`config.mk`:
```
export PLATFORM = sky130hd
export DESIGN_NAME = store_fence_buffer
export DESIGN_NICKNAME = d
export VERILOG_FILES = /design/src/rtl/store_fence_buffer.sv
export SDC_FILE = /design/constraint.sdc
export NUM_CORES = 2
export LEC_CHECK = 0
export CORE_MARGIN = 1
export CORE_UTILIZATION = 50
export CTS_CLUSTER_DIAMETER = 80
export DETAILED_ROUTE_END_ITERATION = 10
export GPL_TIMING_DRIVEN = 0
export PLACE_DENSITY = 0.66
export SLEW_MARGIN = 20
export SYNTH_ARGS = -nofsm -noshare
export SYNTH_HDL_FRONTEND = slang
export SYNTH_SLANG_ARGS = --single-unit
```
`constraint.sdc`:
```
create_clock -name clk -period 12.83 [get_ports clk]
set_input_delay 2.566 -clock clk [delete_from_list [all_inputs] [get_ports clk]]
set_output_delay 2.566 -clock clk [all_outputs]
set_load 0.05 [all_outputs]
```
`src/rtl/store_fence_buffer.sv`:
```
module store_fence_buffer #(
  parameter int DEPTH = 8,
  parameter int AW = 16,
  parameter int DW = 32
) (
  input  logic                         clk,
  input  logic                         rst,
  input  logic                         req_valid,
  input  logic [1:0]                   req_kind,
  input  logic [AW-1:0]                req_addr,
  input  logic [DW-1:0]                req_data,
  output logic                         req_ready,
  input  logic [DW-1:0]                miss_data,
  output logic                         ld_valid,
  output logic [DW-1:0]                ld_data,
  output logic                         mem_wr_valid,
  output logic [AW-1:0]                mem_wr_addr,
  output logic [DW-1:0]                mem_wr_data,
  input  logic                         mem_wr_ready,
  input  logic                         mem_ack,
  output logic [$clog2(DEPTH+1)-1:0]   outstanding,
  output logic                         full,
  output logic                         empty,
  output logic                         err
);
  localparam int PW = $clog2(DEPTH);
  localparam int CW = $clog2(DEPTH+1);
  localparam logic [1:0] KLD = 2'b00, KST = 2'b01, KBAR = 2'b10;

  logic [AW-1:0]    e_addr [DEPTH];
  logic [DW-1:0]    e_data [DEPTH];
  logic [DEPTH-1:0] e_bar;
  logic [PW-1:0]    head, tail, iss;
  logic [CW-1:0]    used, cnt;
  logic             err_q, ld_v;
  logic [DW-1:0]    ld_d;
  logic             conflict, fwd_hit;
  logic [DW-1:0]    fwd_data;

  // Slots [head, head+cnt) hold issued stores; iss is the next slot to issue.
  assign iss = head + cnt[PW-1:0];

  always_comb begin
    conflict = 1'b0;
    for (int k = 0; k < DEPTH; k++)
      if (CW'(k) < cnt && e_addr[head + PW'(k)] == e_addr[iss]) conflict = 1'b1;
  end

  // Oldest to newest: the last match is the youngest store.
  always_comb begin
    fwd_hit  = 1'b0;
    fwd_data = '0;
    for (int k = 0; k < DEPTH; k++)
      if (CW'(k) < used && !e_bar[head + PW'(k)] && e_addr[head + PW'(k)] == req_addr) begin
        fwd_hit  = 1'b1;
        fwd_data = e_data[head + PW'(k)];
      end
  end

  logic have_new, fire, bar_ret, ack_ok, deq, enq, ld_req;
  assign have_new     = used != cnt;
  assign mem_wr_valid = have_new && !e_bar[iss] && !conflict;
  assign mem_wr_addr  = e_addr[iss];
  assign mem_wr_data  = e_data[iss];
  assign fire         = mem_wr_valid && mem_wr_ready;
  assign bar_ret      = have_new && e_bar[iss] && cnt == '0;
  assign ack_ok       = mem_ack && cnt != '0;
  assign deq          = ack_ok || bar_ret;
  assign full         = used == CW'(DEPTH);
  assign req_ready    = (req_kind == KLD) || !full;
  assign enq          = req_valid && !full && (req_kind == KST || req_kind == KBAR);
  assign ld_req       = req_valid && req_kind == KLD;

  always_ff @(posedge clk) begin
    if (rst) begin
      head  <= '0;
      tail  <= '0;
      used  <= '0;
      cnt   <= '0;
      err_q <= 1'b0;
      ld_v  <= 1'b0;
    end else begin
      if (enq) tail <= tail + 1'b1;
      if (deq) head <= head + 1'b1;
      used  <= used + CW'(enq) - CW'(deq);
      cnt   <= cnt + CW'(fire) - CW'(ack_ok);
      err_q <= err_q || (mem_ack && cnt == '0);
      ld_v  <= ld_req;
    end
  end

  always_ff @(posedge clk) begin
    if (enq) begin
      e_addr[tail] <= req_addr;
      e_data[tail] <= req_data;
      e_bar[tail]  <= req_kind == KBAR;
    end
    if (ld_req) ld_d <= fwd_hit ? fwd_data : miss_data;
  end

  assign outstanding = cnt;
  assign empty       = used == '0 && cnt == '0;
  assign err         = err_q;
  assign ld_valid    = ld_v;
  assign ld_data     = ld_d;
endmodule


```
==> results by group <==
Run status
  • Run status: complete, but fails checks
  • Failing checks: design-rule violations, negative setup slack

Die
  • Boundary Pins: 177
  • Initial Util: between 50 and 60%
  • Die ar.: between 80,000 and 90,000 um2
  • Chip Width: between 200 and 300 um
  • DIE HEIGHT: ~280 um
  • FP Rows: 102
  • Core Area: between 70,000 and 80,000 um2

Cells and area
  • Final Cell Area: about 45,000 um2
  • # fillers: ~6,300
  • Share of layout cells above drive strength 1: roughly 27%
  • Post-route insts no fill: between 4,000 and 5,000
  • Final Core Density: just under 60%
  • Area growth syn-to-layout: 14.40%
  • Commonest cells after routing, fill and taps aside: mux4_2, edfxtp_1, mux2i_1
  • Commonest non-fill, non-tap cell in the layout: mux4_2
  • Final #Nets: ~3,600

Synthesis
  • Yosys cell types: 67
  • Yosys reg bits: about 440
  • Mapped Area: 39,580 um2
  • Post-synth top area share: between 30 and 40%
  • Post-synth top flop: edfxtp_1
  • Syn. warnings: 0
  • Sequential share of the synthesized area: between 30% and 40%
  • Cell count after synthesis: 3,142
  • Ranking of synthesized cells by area: edfxtp_1, mux4_2, mux2i_1, xnor2_1, xor2_1
  • Asr flop ratio synth: 0%
  • Net Count, Synth: around 3,300
  • Number of synthesized flops with an enable pin: 424
  • Cell taking the most area after synthesis: edfxtp_1
  • Avg Cell Area, Syn: approximately 13 um2

STA
  • Fin crit period: about 13 ns
  • Worst Skew: 0.02089 ns
  • Worst relative slew slack: 15.34%
  • Setup WS post-layout: -0.1053 ns
  • Period utilization: 100.8%
  • Worst-Margin Slew: 1.270 ns
  • Max Slew Vio Count: 0
  • RSZ-0062 raised after global routing: false
  • F_max: between 70 and 80 MHz
  • Final setup violation count: 1
  • Count of final hold-check violations: 0

Worst setup path
  • Crit-path max FO: 28
  • Worst Setup End Kind: output port
  • Crit path kind: flop to output port
  • Worst Path Required: 10.26 ns
  • Crit path DAT: 10.37 ns
  • Startpoint Class: flop

CTS
  • Post-CTS setup repair buffer count: 0
  • Clock-pin slew on the worst setup and hold paths: ~0.060 ns
  • TritonCTS clock tree: built
  • # hold bufs at CTS: 0
  • CTS buffer count: 50
  • H-Tree Depth: 2
  • Clock sink count: about 440
  • Clk_lat worst skew: approximately 0.64 ns
  • Root buffer cell: clkbuf_16
  • Bufs on Longest Clock Path: 3

Route
  • Wire length per cell: 41.91 um
  • Vias per cell: approximately 8
  • Post-DRT Antenna Nets: 0
  • Pre-antenna DRT Iters: 11
  • 1st-iter DRT viols: approximately 7,400
  • Drt drc: 1
  • DR vias: around 36,000
  • Final wirelength: about 190,000 um

Power and ir drop
  • Total power: between 10,000 and 15,000 uW
  • P per Cell Area: roughly 270 nW/um2
  • VDD IR max: approximately 0.22 mV
  • Leakage: 0.01515 uW

Global routing
  • Vias in the first global route: 33,485
  • Tot GR Track Use: 46.69%
  • Largest net degree at the start of global routing: 29
  • Antenna violations before repair: 5
  • Grt total ovfl: 0
  • First-pass GRT wire length: 263,200 um

Place
  • PortBufs: 175
  • GPL Wtd Cong: roughly 1.1
  • DPL Wire Length: roughly 140,000 um
  • Inst Count DP: between 4,000 and 5,000
  • Placed inst area: 43,570 um2

Job
  • Max-cap viol count: 0

Hold path
  • HP Class: flop to flop
-- critical path, cell delays in order (launching register included) --
cell and delay, ns:
dfxtp_1 0.34, buf_2 0.31, buf_2 0.51, buf_2 0.55, clkbuf_4 0.56, buf_6 0.44
inv_1 0.27, ha_1 0.34, buf_2 0.38, buf_4 0.34, buf_4 0.33, buf_2 0.35
buf_2 0.50, buf_2 0.62, mux2i_1 0.16, nand3_1 0.10, nand4_1 0.49, xnor2_1 0.37
nand4_1 0.34, nor3_1 0.52, nand4_1 0.52, o221ai_1 0.36, a21oi_1 0.13, clkdlybuf4s50_1 0.72
-- sequential cells by signal (all words and copies together), names as in the netlist, named ones only --
| signal | flops |
|---|---|
| e_bar | 8 |
| ld_data | 32 |
| outstanding | 4 |
| e_data | 256 |
| used | 4 |
| e_addr | 128 |
| tail | 3 |
| ld_valid | 1 |
| err | 1 |
| head | 3 |
-- metal layers --
| layer | GRT usage, % | vias up | share of wire (%) |
|---|---|---|---|
| met4 | 19.04 | 2 | 5.5 |
| li1 | - | 13224 | - |
| met1 | 63.90 | 17660 | 36 |
| met5 | 0.2381 | - | 0.0047 |
| met3 | 22.25 | 799 | 18 |
| met2 | 63.28 | 4015 | 40 |
-- area by class of cell --
cell class | count | area, um2 | area share [%]
Inverter | 47 | 176.4 | 0.3896
Buffer | 293 | 1356 | 2.996
Clock inverter | 31 | 285.3 | 0.6301
Antenna cell | 4 | 10.01 | 0.02211
Sequential cell | 443 | 13110 | 28.96
Tap cell | 1040 | 1301 | 2.874
Timing Repair Buffer | 261 | 2510 | 5.543
Multi-Input combinational cell | 2357 | 25150 | 55.55
Clock buffer | 63 | 1374 | 3.034
-- cells in the mapped netlist, drive strengths merged, types with 3 or more instances --
cell,instances
a2111oi,3
a211oi,3
a21o,3
a21oi,80
a222oi,25
a22o,20
a22oi,20
a32oi,4
and2,6
and3,3
buf,152
clkbuf,143
dfxtp,19
edfxtp,424
fa,3
ha,19
inv,46
mux2,74
mux2i,310
mux4,546
nand2,288
nand3,68
nand3b,4
nand4,32
nand4b,4
nor2,232
nor2b,11
nor3,24
nor4,29
o2111ai,4
o211a,32
o211ai,64
o21a,65
o21ai,76
o22ai,6
o31ai,5
or3,6
xnor2,133
xor2,132
-- cell families after synthesis --
family,Yosys count,synth area share (%)
buffers and inverters,342,3.759
XOR/XNOR,267,5.981
flip-flops,443,33.13
AND/OR/NAND/NOR,718,7.884
adder cells (fa/ha/maj),22,0.7524
AO/OA/AOI/OAI,420,7.436
multiplexers,930,41.06
-- stage by stage --
| stage | hold WS (ns) | setup WS, ns | TNS, ns |
|---|---|---|---|
| 6_report | 0.4807 | -0.1053 | -0.1053 |
| 5_1_grt | 0.5156 | 0.1337 | 0 |
| 4_1_cts | 0.4893 | 0.2735 | 0 |
| 3_5_place_dp | 0.4755 | -0.4577 | -0.6800 |
| 3_3_place_gp | 0.4511 | -5.431 | -738.22 |
| 2_1_floorplan | 0.5635 | 3.841 | 0 |
-- repair_timing --
item	4_1_cts	5_1_grt
gates resized for setup	1	3
endpoints found under the hold margin	0	0
endpoints found under the setup margin	33	1
-- final timing paths --
path,startpoint,endpoint,slack (ns),depth (start not counted)
worst min register to register,err$_SDFF_PP0_,err$_SDFF_PP0_,0.48,2
worst max register to register,head[1]$_SDFFE_PP0P_,ld_data[2]$_DFFE_PP_,2.43,22
worst min-delay path,err$_SDFF_PP0_,err$_SDFF_PP0_,0.48,2
worst max-delay path,head[1]$_SDFFE_PP0P_,mem_wr_valid,-0.11,23
-- report_power, final --
| part | switching, uW | internal, uW |
|---|---|---|
| combinational | 5790 | 3360 |
| sequential | 68.7 | 1640 |
| clock | 654 | 812 |
| total | 6510 | 5810 |
Note: power is estimated with default switching activity, not from simulation.
